### src/rtl/irq_bank_pkg.sv
package irq_bank_pkg;
  localparam int SRC_RX_UNDER  = 0;
  localparam int SRC_RX_OVER   = 1;
  localparam int SRC_RX_FULL   = 2;
  localparam int SRC_TX_OVER   = 3;
  localparam int SRC_TX_EMPTY  = 4;
  localparam int SRC_RD_REQ    = 5;
  localparam int SRC_TX_ABRT   = 6;
  localparam int SRC_RX_DONE   = 7;
  localparam int SRC_ACTIVITY  = 8;
  localparam int SRC_STOP      = 9;
  localparam int SRC_START     = 10;
  localparam int SRC_GEN_CALL  = 11;

  localparam logic [11:0] MASK_RESET = 12'h254;

  localparam int REG_RAW     = 0;
  localparam int REG_MASK    = 1;
  localparam int REG_MASKED  = 2;
  localparam int REG_CAUSE   = 3;
  localparam int REG_CLR_ALL = 4;

  function automatic bit is_level_src(int idx);
    return (idx == SRC_RX_FULL) || (idx == SRC_TX_EMPTY);
  endfunction
endpackage

### src/rtl/irq_latch_bit.sv
module irq_latch_bit (
  input  logic clk,
  input  logic rst_n,
  input  logic set_i,
  input  logic clr_i,
  output logic bit_o
);
  always_ff @(posedge clk) begin
    if (!rst_n)     bit_o <= 1'b0;
    else if (set_i) bit_o <= 1'b1;   // set beats clear
    else if (clr_i) bit_o <= 1'b0;
  end
endmodule

### src/rtl/irq_clr_decode.sv
module irq_clr_decode
  import irq_bank_pkg::*;
#(
  parameter int NUM_SRC  = 12,
  parameter int ADDR_W   = 5,
  parameter int CLR_BASE = 8
) (
  input  logic [ADDR_W-1:0]  addr_i,
  input  logic               rd_i,
  output logic [NUM_SRC-1:0] clr_o,
  output logic               cause_clr_o
);
  logic hit_all;
  assign hit_all = (addr_i == ADDR_W'(REG_CLR_ALL));

  for (genvar i = 0; i < NUM_SRC; i++) begin : g_clr
    assign clr_o[i] = rd_i && (hit_all || (addr_i == ADDR_W'(CLR_BASE + i)));
  end

  assign cause_clr_o = clr_o[SRC_TX_ABRT];
endmodule

### src/rtl/irq_abort_cause.sv
module irq_abort_cause #(
  parameter int CAUSE_W = 13
) (
  input  logic               clk,
  input  logic               rst_n,
  input  logic               capture_i,
  input  logic               clear_i,
  input  logic [CAUSE_W-1:0] cause_i,
  output logic [CAUSE_W-1:0] cause_o
);
  always_ff @(posedge clk) begin
    if (!rst_n) begin
      cause_o <= '0;
    end else if (clear_i) begin
      cause_o <= capture_i ? cause_i : '0;
    end else if (capture_i) begin
      cause_o <= cause_o | cause_i;
    end
  end
endmodule

### src/rtl/irq_read_mux.sv
module irq_read_mux
  import irq_bank_pkg::*;
#(
  parameter int NUM_SRC  = 12,
  parameter int ADDR_W   = 5,
  parameter int CAUSE_W  = 13,
  parameter int RD_W     = 16,
  parameter int CLR_BASE = 8
) (
  input  logic [ADDR_W-1:0]  addr_i,
  input  logic [NUM_SRC-1:0] raw_i,
  input  logic [NUM_SRC-1:0] mask_i,
  input  logic [CAUSE_W-1:0] cause_i,
  output logic [RD_W-1:0]    rdata_o
);
  always_comb begin
    rdata_o = '0;
    if (addr_i == ADDR_W'(REG_RAW) || addr_i == ADDR_W'(REG_CLR_ALL))
      rdata_o = RD_W'(raw_i);
    else if (addr_i == ADDR_W'(REG_MASK))
      rdata_o = RD_W'(mask_i);
    else if (addr_i == ADDR_W'(REG_MASKED))
      rdata_o = RD_W'(raw_i & mask_i);
    else if (addr_i == ADDR_W'(REG_CAUSE))
      rdata_o = RD_W'(cause_i);
    else begin
      for (int i = 0; i < NUM_SRC; i++) begin
        if (addr_i == ADDR_W'(CLR_BASE + i)) rdata_o = RD_W'(raw_i[i]);
      end
    end
  end
endmodule

### src/rtl/irq_status_bank.sv
module irq_status_bank
  import irq_bank_pkg::*;
#(
  parameter int NUM_SRC  = 12,
  parameter int ADDR_W   = 5,
  parameter int CAUSE_W  = 13,
  parameter int RD_W     = 16,
  parameter int CLR_BASE = 8
) (
  input  logic               clk,
  input  logic               rst_n,
  input  logic [ADDR_W-1:0]  reg_addr_i,
  input  logic               reg_rd_i,
  input  logic               reg_wr_i,
  input  logic [NUM_SRC-1:0] reg_wdata_i,
  output logic [RD_W-1:0]    reg_rdata_o,
  input  logic [NUM_SRC-1:0] evt_i,
  input  logic               lvl_rx_full_i,
  input  logic               lvl_tx_empty_i,
  input  logic [CAUSE_W-1:0] abort_cause_i,
  output logic               irq_o
);
  logic [NUM_SRC-1:0] clr_vec;
  logic               cause_clr;
  logic [NUM_SRC-1:0] raw_bits;
  logic [NUM_SRC-1:0] mask_q;
  logic [CAUSE_W-1:0] cause_q;

  irq_clr_decode #(.NUM_SRC(NUM_SRC), .ADDR_W(ADDR_W), .CLR_BASE(CLR_BASE)) u_dec (
    .addr_i      (reg_addr_i),
    .rd_i        (reg_rd_i),
    .clr_o       (clr_vec),
    .cause_clr_o (cause_clr)
  );

  for (genvar i = 0; i < NUM_SRC; i++) begin : g_src
    if (i == SRC_RX_FULL) begin : g_lvl_rx
      assign raw_bits[i] = lvl_rx_full_i | evt_i[i];
    end else if (i == SRC_TX_EMPTY) begin : g_lvl_tx
      assign raw_bits[i] = lvl_tx_empty_i | evt_i[i];
    end else begin : g_lat
      irq_latch_bit u_bit (
        .clk   (clk),
        .rst_n (rst_n),
        .set_i (evt_i[i]),
        .clr_i (clr_vec[i]),
        .bit_o (raw_bits[i])
      );
    end
  end

  always_ff @(posedge clk) begin
    if (!rst_n)
      mask_q <= NUM_SRC'(MASK_RESET);
    else if (reg_wr_i && reg_addr_i == ADDR_W'(REG_MASK))
      mask_q <= reg_wdata_i;
  end

  irq_abort_cause #(.CAUSE_W(CAUSE_W)) u_cause (
    .clk       (clk),
    .rst_n     (rst_n),
    .capture_i (evt_i[SRC_TX_ABRT]),
    .clear_i   (cause_clr),
    .cause_i   (abort_cause_i),
    .cause_o   (cause_q)
  );

  irq_read_mux #(.NUM_SRC(NUM_SRC), .ADDR_W(ADDR_W), .CAUSE_W(CAUSE_W),
                 .RD_W(RD_W), .CLR_BASE(CLR_BASE)) u_rd (
    .addr_i  (reg_addr_i),
    .raw_i   (raw_bits),
    .mask_i  (mask_q),
    .cause_i (cause_q),
    .rdata_o (reg_rdata_o)
  );

  assign irq_o = |(raw_bits & mask_q);
endmodule

### config.mk
export PLATFORM = sky130hd
export DESIGN_NAME = irq_status_bank
export DESIGN_NICKNAME = d
export VERILOG_FILES = /design/src/rtl/irq_bank_pkg.sv /design/src/rtl/irq_latch_bit.sv /design/src/rtl/irq_clr_decode.sv /design/src/rtl/irq_abort_cause.sv /design/src/rtl/irq_read_mux.sv /design/src/rtl/irq_status_bank.sv
export SDC_FILE = /design/constraint.sdc
export NUM_CORES = 1
export LEC_CHECK = 0
export BUFFER_PORTS_ARGS = -buffer_cell sky130_fd_sc_hd__buf_2
export CAP_MARGIN = 20
export CORE_ASPECT_RATIO = 1.1
export CORE_MARGIN = 2
export CORE_UTILIZATION = 35
export DETAILED_ROUTE_END_ITERATION = 16
export MAX_ROUTING_LAYER = met4
export PLACE_DENSITY_LB_ADDON = 0.3
export SYNTH_ARGS = -nofsm -noshare
export SYNTH_HDL_FRONTEND = slang
export SYNTH_SLANG_ARGS = --single-unit
export TNS_END_PERCENT = 1
### constraint.sdc
create_clock -name clk -period 2.1 [get_ports clk]
set_input_delay 0.21 -clock clk [delete_from_list [all_inputs] [get_ports clk]]
set_output_delay 0.21 -clock clk [all_outputs]
set_load 0.1 [all_outputs]
## Word-level counts from Yosys, hierarchy flattened

Cells that the tools add are included.

- Equality and inequality tests: 16
- Multiplexer cells: 39
- Bitwise gates (word level): 5
- Reductions and logical operators: 34

Operators with widths:

| operator | number |
|---|---|
| $mux 16 | 4 |
| $eq 5x4->1 const B | 8 |
| $mux 13 | 3 |
| $mux 1 | 32 |
| $and 12x12->12 | 2 |
| $eq 5x5->1 const B | 4 |
| $reduce_bool 2->1 | 10 |
| $or 13x13->13 | 1 |
| $reduce_or 12->1 | 1 |
| $logic_and 1x1->1 | 11 |
| $logic_or 1x1->1 | 11 |
| $eq 5x2->1 const B | 2 |
| $eq 5x1->1 const B | 1 |
| $eq 5x3->1 const B | 1 |
| $logic_not 5->1 | 1 |
| $or 1x1->1 | 2 |

- Bits in registers: 35
- Bits of input ports: 48
- Output and inout bits: 17
- Logic and storage cells: 106

## Logic depth before layout (Yosys ltp)

Gate-level depths: netlist of run 1.

- Depth in word-level cells: 17
- Depth in mapped cells: 8
- Depth with buffers taken out: 6

## By module

A second synthesis of run 1 with hierarchy kept.

- Cells, all modules: 272
- Area, all modules: 2451.1 um2

Modules (own cells, without submodules):

| module | times used | cells an instance | area each (um2) | sequential area each (um2) |
|---|---|---|---|---|
| irq_abort_cause | 1 | 55 | 634.4 | 260.2 |
| irq_status_bank | 1 | 64 | 599.3 | 240.2 |
| irq_read_mux | 1 | 82 | 494.2 | 0.0 |
| irq_latch_bit | 10 | 3 | 41.3 | 20.0 |
| irq_clr_decode | 1 | 41 | 310.3 | 0.0 |

## Worst setup path before layout of run 1

No wires, ideal clock.

- Path type: input to output
- From: input reg_addr_i[0]
- To: output reg_rdata_o[7]
- Data arrival time: 3236 ps
- Required time: 1890 ps
- Path slack: -1346 ps
- Stages: 5
- Path buffers: 2
- Cell sequence: buf_2 > nor4_1 > buf_2 > a21oi_1 > o21ai_0

- Word-level cells in the longest chain between the ends: 5
- Elaborated cells between the ends (all ways): 10
- Those cells by class: eq/ne (4); mux (4); reduce/logical (2)

Ends and longest elaborated chain:

| what | RTL line | source |
|---|---|---|
| start, declared | irq_status_bank.sv:12 | `input logic [ADDR_W-1:0] reg_addr_i,` |
| $eq 5x2->1 | irq_read_mux.sv:24 | `else if (addr_i == ADDR_W'(REG_CAUSE))` |
| $mux 16 | irq_read_mux.sv:24 |  |
| $mux 16 | irq_read_mux.sv:22 | `else if (addr_i == ADDR_W'(REG_MASKED))` |
| $mux 16 | irq_read_mux.sv:20 | `else if (addr_i == ADDR_W'(REG_MASK))` |
| $mux 16 (*) | irq_read_mux.sv:18 | `if (addr_i == ADDR_W'(REG_RAW) \|\| addr_i == ADDR_W'(REG_CLR_ALL))` |
| end, declared | irq_status_bank.sv:16 | `output logic [RD_W-1:0] reg_rdata_o,` |

Every way passes the cells marked *; elsewhere a longest branch is shown, timed or not.

## Final worst setup path of run 1

- From: input reg_addr_i[3]
- To: output reg_rdata_o[2]

The elaborated chain is that of the path after synthesis.

==> results of run 1 <==
-- cells in the mapped netlist (all sizes together) (2+ instances only) --
| cell | number |
|---|---|
| mux2i | 3 |
| nand2 | 32 |
| nand3 | 6 |
| nor3 | 3 |
| a21boi | 9 |
| and2 | 3 |
| nand2b | 4 |
| nor2 | 12 |
| nand4 | 2 |
| or3 | 2 |
| clkbuf | 8 |
| o31a | 3 |
| nor2b | 21 |
| a21oi | 16 |
| o211ai | 4 |
| dfxtp | 35 |
| buf | 15 |
| xor2 | 2 |
| a22oi | 29 |
| nor3b | 3 |
| o21a | 9 |
| o21ai | 15 |
| a311oi | 2 |
| inv | 11 |
-- cells by family after synthesis --
family,after synthesis,share of synthesized area (%)
AO/OA/AOI/OAI,93,31.1
XOR/XNOR,3,1.28
buffers and inverters,34,7.92
flip-flops,35,34.1
multiplexers,4,2.01
other,1,0.183
AND/OR/NAND/NOR,91,23.3
-- flip-flops by register name, indices dropped and copies added (netlist names) --
register                 flops
u_cause.cause_o             13
mask_q                      12
g_src.g_lat.u_bit.bit_o     10
-- report_power, final --
part,switching (mW),internal (mW)
Combinational,0.214,0.148
Clock,0.270,0.231
Sequential,0.0329,0.697
-- layout make-up --
| cell class | instances | area share, % |
|---|---|---|
| clock buffers | 5 | 2.48 |
| clock inverters | 3 | 0.721 |
| inverters | 11 | 1.49 |
| multi-input cells | 194 | 45.0 |
| flip-flops and latches | 35 | 25.3 |
| well taps | 77 | 3.47 |
| repair buffers | 74 | 21.5 |
-- worst register-to-register path, delay by kind of cell (launching register included) --
family	cells	cell delay, ns
AOI/OAI and AO/OA	2	0.29
DFF	1	0.38
-- routing by layer --
| metal | global-route usage (%) | up-vias |
|---|---|---|
| met5 | - | - |
| met4 | 8.77 | 0 |
| met3 | 2.58 | 10 |
| met2 | 27.8 | 76 |
| met1 | 26.5 | 910 |
| li1 | - | 1043 |
-- what timing repair did --
action	in CTS	in global routing
resized for setup	0	3
endpoints found under the setup margin	0	2
hold buffers	0	0
-- how the worst max path moves through the flow --
| stage | startpoint | cells past startpoint | end |
|---|---|---|---|
| 4_1_cts | g_src[10].g_lat.u_bit.bit_o | 7 | reg_rdata_o[0] |
| 3_5_place_dp | reg_addr_i[3] | 8 | reg_rdata_o[0] |
| 5_1_grt | reg_addr_i[3] | 7 | reg_rdata_o[3] |
| 6_report | reg_addr_i[3] | 8 | reg_rdata_o[2] |
| 2_1_floorplan | reg_addr_i[0] | 5 | reg_rdata_o[11] |
| 3_3_place_gp | reg_addr_i[3] | 8 | reg_rdata_o[0] |
==> results.json, run 1 <==
{
  "cellLeakagePower_nw": 1.10,
  "ff2ff_path_depth": 2,
  "grt_util_all_layers_pct": 19.1,
  "cts_made_buffers": 5,
  "cap_viol_max_count": 0,
  "cp_max_fo": 12,
  "power_density_nw_per_um2": 573,
  "finalNetCount": 369,
  "crit_path_start_kind": "input port",
  "synth-edff-count": 0,
  "grt_pass1_wl_um": 9620,
  "setup_slack_ns": 0.104,
  "grt-ovfl-total": 0,
  "synth-seq-area-share_pct": 34.1,
  "outcome": "finished, final reports clean",
  "antenna_left": 0,
  "fillCellCount": 588,
  "wl_met1_um": 2780,
  "placed_cells": 391,
  "synth_top_area_share_pct": 34.1,
  "initial_core_util_pct": 35.8,
  "wl_met3_um": 289,
  "final_core_util_pct": 48.5,
  "slowest_stage": "or3_4",
  "fp-row-count": 29,
  "holdPathStages": 2,
  "die_w_um": 77.0,
  "reg2reg_slack_ns": 1.34,
  "grt_max_degree": 36,
  "fin_skew_ns": 0,
  "cp_num_buf_inv": 3,
  "path_delay_family": "simple AND/OR/NAND/NOR gates",
  "rsz0062_at_grt": "true",
  "crit_arrival_ns": 1.79,
  "drc": 0,
  "design_area_um2": 2780,
  "period_share_pct": 95.1,
  "tns_ns": 0,
  "grt_pass1_vias": 1937,
  "crit_type": "input port to output pin",
  "setup-violations-final": 0,
  "die_h_um": 84.3,
  "gp_congestion": 0.901,
  "synthTopCellsByArea": "dfxtp_1 34%, a22oi_1 11%, nor2b_1 6.4%",
  "min_period_ns": 2.00,
  "post-place-ws_ns": 0.109,
  "hold_path.class": "input port to register",
  "wl_um": 5730,
  "synth_ff_type": "dfxtp_1",
  "r2r_start": "g_src[3].g_lat.u_bit.bit_o",
  "synthArstFlopShare_pct": 0,
  "required_ns": 1.89,
  "drive_gt1_share_pct": 31.1,
  "areaGrowthSynthToFinish_pct": 35.3,
  "fin_cells": 399,
  "core_region_area_um2": 5730,
  "synth_area_um2": 2050,
  "dr_wl_met2_um": 2540,
  "ff_latch_area_um2": 702,
  "drv_slew": 0,
  "clock_path_buffers": 2,
  "hold_viol": 0,
  "holdWs_ns": 0.124,
  "yosys_warnings": 0,
  "ioPinCount": 65,
  "cts_setup_buffers": 0,
  "htreeDepth": 2,
  "clk_pin_slew_worst_paths_ns": 0.08,
  "cts_sinks": 35,
  "worstHoldStart": "evt_i[1]",
  "cts_root_buffer": "clkbuf_8",
  "multiInputGateArea_um2": 1250,
  "totalPowerFinal_mw": 1.59,
  "reg2reg_to": "g_src[3].g_lat.u_bit.bit_o",
  "vias": 2039,
  "cts_tree": "done",
  "peakVddDrop_v": 0.000297,
  "antenna_cells": 0,
  "dp_hpwl_um": 4330,
  "dpl-instance-area_um2": 2680,
  "routedWlPerCell_um": 14.4,
  "clkLatencyLatePin_ns": 0.29,
  "cp-end-kind": "output pin",
  "worst_path_largest_cell_delay_ns": 0.42,
  "yosysTopAreaCell": "dfxtp_1",
  "topRoutingLayerUsed": "met4",
  "vias_per_cell": 5.11,
  "final_cell_mix": "48 x buf_2, 34 x dfxtp_1, 32 x nand2_1, 29 x a22oi_1, 21 x nor2b_1",
  "dieArea_um2": 6500,
  "hold_end": "g_src[1].g_lat.u_bit.bit_o",
  "ys_types": 45,
  "timing.max_slew.rel_slack_pct": 65.1,
  "first_iter_violations": 158,
  "crit_chain": "buf_2 > or3_4 > nor3b_2 > buf_4 > nor2b_1 > o21ai_0 > nand3_1 > buf_12",
  "tightest_slew_ns": 0.523,
  "port_buffers": 61,
  "first_pass_iters": 4,
  "ys_ff_latch": 35,
  "max_freq_mhz": 501,
  "antenna_found_initial": 0,
  "avgSynthCellArea_um2": 7.87,
  "syn_inst": 261,
  "layout_commonest_cell": "buf_2"
}
Power figures use the tool's default switching activity.
==> inputs of run 2 (changes only) <==
Settings changed: ABC_AREA set to 1.
==> results.json, run 2 <==
{
  "synth.most_common_cell": "nand2_1",
  "core_region_area_um2": 5430,
  "initial_core_util_pct": 36.6,
  "hold_viol": 0,
  "gp_congestion": 0.912,
  "max_freq_mhz": 540,
  "final_cell_mix": "91 x nand2_1, 48 x buf_2, 34 x dfxtp_1, 28 x nor2_1, 23 x a21oi_1",
  "post-place-ws_ns": 0.282,
  "synth_common_cells": "91 x nand2_1, 35 x dfxtp_1, 28 x nor2_1",
  "synth_area_um2": 1990,
  "worst_path_largest_cell_delay_ns": 0.35,
  "regMostFlops": "u_cause.cause_o",
  "grt_max_degree": 20,
  "yosys_warnings": 0,
  "rsz0062_at_grt": "false",
  "routedWlPerCell_um": 12.7,
  "period_share_pct": 88.1,
  "first_iter_violations": 133,
  "cts_tree": "done",
  "yosysTopAreaCell": "dfxtp_1",
  "synth_top_area_share_pct": 35.3,
  "peakVddDrop_v": 0.000371,
  "ioPinCount": 65,
  "fin_skew_ns": 0,
  "layout_commonest_cell": "nand2_1",
  "clock_path_buffers": 2,
  "cts_made_buffers": 5,
  "vias": 2099,
  "crit_chain": "nand3_1 > nand2_1 > nor2_1 > nand3_1 > nand2_1 > nand3_1 > nand2_1 > nand4_1 > nor2_1 > nand4_1 > buf_12",
  "vias_per_cell": 4.85,
  "hold_path.class": "input port to register",
  "cap_viol_max_count": 0,
  "grt_pass1_vias": 2018,
  "ctsHoldBuffers": 0,
  "drive_gt1_share_pct": 32.1,
  "cp_max_fo": 4,
  "die_h_um": 83,
  "synthArstFlopShare_pct": 0,
  "totalPowerFinal_mw": 1.53,
  "reg2reg_slack_ns": 1.43,
  "synthTopCellsByArea": "dfxtp_1 35%, nand2_1 17%, a21oi_1 5.8%",
  "grt_util_all_layers_pct": 19.0,
  "avgSynthCellArea_um2": 6.73,
  "crit_arrival_ns": 1.64,
  "setup_slack_ns": 0.249,
  "dp_hpwl_um": 4340,
  "slowest_stage": "dfxtp_1",
  "outcome": "finished, final reports clean",
  "final_core_util_pct": 48.8,
  "ys_types": 27,
  "areaGrowthSynthToFinish_pct": 33.4,
  "htreeDepth": 2,
  "reg.largest.list": "u_cause.cause_o x13, mask_q x12, g_src.g_lat.u_bit.bit_o x10",
  "dieArea_um2": 6290,
  "synth_ff_type": "dfxtp_1",
  "drc": 0,
  "timing.max_slew.rel_slack_pct": 63.3,
  "holdWs_ns": 0.117,
  "drv_slew": 0,
  "setup-violations-final": 0,
  "tightest_slew_ns": 0.549,
  "crit_type": "register to output pin",
  "power_density_nw_per_um2": 579,
  "first_pass_iters": 4,
  "syn_inst": 295,
  "wl_um": 5510,
  "cp-end-kind": "output pin",
  "fp-row-count": 28,
  "grt-ovfl-total": 0,
  "finalNetCount": 405,
  "crit_path_start_kind": "register",
  "antenna_left": 0,
  "cts_root_buffer": "clkbuf_8",
  "port_buffers": 61,
  "die_w_um": 75.8,
  "required_ns": 1.89,
  "grt_pass1_wl_um": 9030,
  "min_period_ns": 1.85,
  "cellLeakagePower_nw": 1.12,
  "largest_reg_flops": 13,
  "clk_pin_slew_worst_paths_ns": 0.07,
  "ys_ff_latch": 35,
  "antenna_cells": 0,
  "tns_ns": 0,
  "antenna_found_initial": 0,
  "synth-edff-count": 0,
  "fillCellCount": 549,
  "clkLatencyLatePin_ns": 0.29,
  "synth-seq-area-share_pct": 35.3,
  "cts_sinks": 35
}
[run 2: cell count changes after synthesis, sizes merged, moves of 9 or more]
| cell | previous run | this run |
|---|---|---|
| a21boi | 9 | 0 |
| o21a | 9 | 0 |
| nand2 | 32 | 105 |
| nor2 | 12 | 34 |
| a22oi | 29 | 2 |
| a21oi | 16 | 33 |
| nor2b | 21 | 0 |
| inv | 11 | 27 |
[run 2: stage by stage]
stage	instance area, um^2	cells
after floorplan	1990	297
after global placement	2560	425
after detailed placement	2560	425
after CTS	2650	433
after global routing	2650	433
final	2650	433
[run 2: cells by family after synthesis]
kind of cell           count (synthesis)  synth area share, %
and+or+nand+nor                      159                 35.9
AOI/OAI and AO/OA                     60                 19.8
DFF                                   35                 35.3
other                                  1                0.189
buffers and inverters                 40                 8.88
[run 2: cell type report]
class	instances	area (um^2)	area share, %
Sequential cell	35	702	26.5
Clock inverter	2	12.5	0.472
Tap cell	75	93.8	3.54
Timing Repair Buffer	66	551	20.8
Multi-Input combinational cell	222	1120	42.1
Inverter	27	101	3.83
Clock buffer	6	72.6	2.74
[run 2: report_power, final]
part	internal (mW)	leakage [nW]	total [mW]	switching (mW)
logic	0.115	0.788	0.324	0.209
clock network	0.232	0.0412	0.483	0.251
registers	0.698	0.289	0.728	0.0304
[run 2: final timing paths]
kind	from	to	cells after the start
worst max-delay path	g_src[1].g_lat.u_bit.bit_o	reg_rdata_o[0]	11
worst min-delay path	reg_wdata_i[6]	mask_q[6]	3
worst max register to register	g_src[0].g_lat.u_bit.bit_o	g_src[0].g_lat.u_bit.bit_o	2
worst min register to register	u_cause.cause_o[1]	u_cause.cause_o[1]	2
[run 2: timing repair]
item	CTS	global route
setup endpoints to repair	0	1
setup buffers	0	0
resized for setup	0	1
[run 2: per-layer routing]
metal / up-vias / part of all wire, % / global-route usage, %
li1: 1074 / - / -
met2: 63 / 47 / 28.5
met1: 955 / 47 / 25.4
met3: 7 / 5.3 / 3.64
met5: - / 0 / -
met4: 0 / 1.3 / 6.06
[run 2: worst max-delay path, delay by kind of cell, from the launching register on]
family	cells	cell delay, ns
and+or+nand+nor	10	0.79
DFF	1	0.35
buffers and inverters	1	0.22
==> inputs of run 3 (changes only) <==
Settings changed: CORE_UTILIZATION 35 to 54.
==> results.json, run 3 (same netlist as run 2, synthesis figures left out) <==
{
  "outcome": "finished, final reports clean",
  "clk_pin_slew_worst_paths_ns": 0.07,
  "min_period_ns": 1.99,
  "setup-violations-final": 0,
  "first_pass_iters": 4,
  "worstHoldStart": "reg_wdata_i[9]",
  "clock_power_share_pct": 31.6,
  "initial_core_util_pct": 55.2,
  "reg.largest.list": "u_cause.cause_o x13, mask_q x12, g_src.g_lat.u_bit.bit_o x10",
  "final_cell_mix": "91 x nand2_1, 48 x buf_2, 33 x dfxtp_1, 27 x nor2_1, 23 x a21oi_1",
  "path_depth": 11,
  "tns_ns": 0,
  "first_iter_violations": 157,
  "timing.max_slew.rel_slack_pct": 65.7,
  "drc": 0,
  "rsz0062_at_grt": "true",
  "fp-row-count": 23,
  "largest_reg_flops": 13,
  "path_delay_family": "simple AND/OR/NAND/NOR gates",
  "seqPwrFrac_pct": 47.3,
  "ctsHoldBuffers": 0,
  "dieArea_um2": 4180,
  "reg2reg_to": "g_src[3].g_lat.u_bit.bit_o",
  "grt_pass1_vias": 1942,
  "design_area_um2": 2620,
  "drv_slew": 0,
  "cts_root_buffer": "clkbuf_8",
  "pwr-share-comb_pct": 21.1,
  "ioPinCount": 65,
  "cp_num_buf_inv": 1,
  "wl_um": 5370,
  "power_density_nw_per_um2": 588,
  "grt_pass1_wl_um": 8500,
  "cap_viol_max_count": 0,
  "layout_commonest_cell": "nand2_1",
  "r2r_start": "g_src[3].g_lat.u_bit.bit_o",
  "cts_made_buffers": 5,
  "hold_path.class": "input port to register",
  "grt_max_degree": 20,
  "period_share_pct": 94.8,
  "peakVddDrop_v": 0.000477,
  "switching_share_pct": 32.2,
  "tightest_slew_ns": 0.513,
  "cp-end-kind": "output pin",
  "intPower_mw": 1.04,
  "gp_congestion": 0.978,
  "ff2ff_path_depth": 2,
  "drive_gt1_share_pct": 33.0,
  "hold_viol": 0,
  "startpoint": "g_src[0].g_lat.u_bit.bit_o",
  "max_freq_mhz": 502,
  "final_core_util_pct": 72.7,
  "cp_max_fo": 3,
  "worst_path_largest_cell_delay_ns": 0.35,
  "grt-ovfl-total": 0,
  "crit_path_start_kind": "register",
  "crit_end": "reg_rdata_o[0]",
  "crit_chain": "nand4_1 > nand2_1 > nor2_1 > nand3_1 > nand2_1 > nand3_1 > nand2_1 > nand4_1 > nor2_1 > nand4_1 > buf_12",
  "switching_power_mw": 0.495,
  "antenna_cells": 0,
  "cellLeakagePower_nw": 1.11,
  "clock_path_buffers": 2,
  "finalNetCount": 405,
  "die_w_um": 61.8,
  "vias": 2135,
  "core_region_area_um2": 3600,
  "grt_util_all_layers_pct": 29.0,
  "crit_type": "register to output pin",
  "vias_per_cell": 5.23,
  "die_h_um": 67.6,
  "reg2reg_slack_ns": 1.39,
  "required_ns": 1.89,
  "fin_skew_ns": 0,
  "clkLatencyLatePin_ns": 0.29,
  "holdWs_ns": 0.113,
  "cts_tree": "done",
  "areaGrowthSynthToFinish_pct": 31.7,
  "port_buffers": 61,
  "antenna_found_initial": 0,
  "cts_sinks": 35,
  "dp_hpwl_um": 4120,
  "crit_arrival_ns": 1.78,
  "slowest_stage": "dfxtp_4",
  "antenna_left": 0,
  "totalPowerFinal_mw": 1.54,
  "routedWlPerCell_um": 13.2,
  "dpl-instance-area_um2": 2510,
  "regMostFlops": "u_cause.cause_o",
  "htreeDepth": 2
}
[run 3: cell count changes in the layout (fill, tap and decap cells not counted), sizes merged]
cell      previous run  this run
clkbuf               6         5
clkinvlp             1         2
[run 3: power groups by stage]
stage	logic, mW	registers [mW]	clock network, mW
detailed placement	0.319	0.743	0
CTS	0.320	0.728	0.496
global route	0.350	0.731	0.535
global placement	0.314	0.742	0
finish	0.324	0.727	0.485
floorplan	0.208	0.732	0
[run 3: worst min path at each step]
stage                                 endpoint  depth (start not counted)  slack, ns
floorplan                            mask_q[6]                          1       0.29
global placement    g_src[7].g_lat.u_bit.bit_o                          3       0.41
detailed placement                   mask_q[9]                          3       0.41
CTS                                  mask_q[9]                          3       0.11
global route                         mask_q[9]                          3       0.11
finish                               mask_q[9]                          3       0.11
[run 3: through the flow]
stage,cells,setup slack (ns)
after detailed placement,399,0.167
after global routing,408,-0.0335
after floorplan,297,-0.270
after CTS,407,0.101
after global placement,399,0.164
final,408,0.109
[run 3: tightest hold or removal path, delay by kind of cell]
kind / cells / cell delay (ns)
buffers and inverters: 1 / 0.08
AND/OR/NAND/NOR: 2 / 0.09
[run 3: what timing repair did]
action / 4_1_cts / 5_1_grt
resized for setup: 0 / 4
setup endpoints to repair: 0 / 1
setup buffers: 0 / 1
[run 3: area by class of cell]
class / count / area, um^2
inverter: 27 / 101
multi-input combinational: 222 / 1120
tap: 50 / 62.6
clock buffer: 5 / 68.8
timing repair buffer: 66 / 538
clock inverter: 3 / 20.0
sequential: 35 / 706
fill: 295 / 982
[run 3: layer usage]
| metal | up-vias | wire [um] | track usage [%] |
|---|---|---|---|
| met1 | 948 | 2150 | 33.1 |
| met2 | 97 | 2650 | 47.2 |
| li1 | 1079 | - | - |
| met5 | - | 0 | - |
| met4 | 0 | 115 | 12.5 |
| met3 | 11 | 458 | 7.47 |
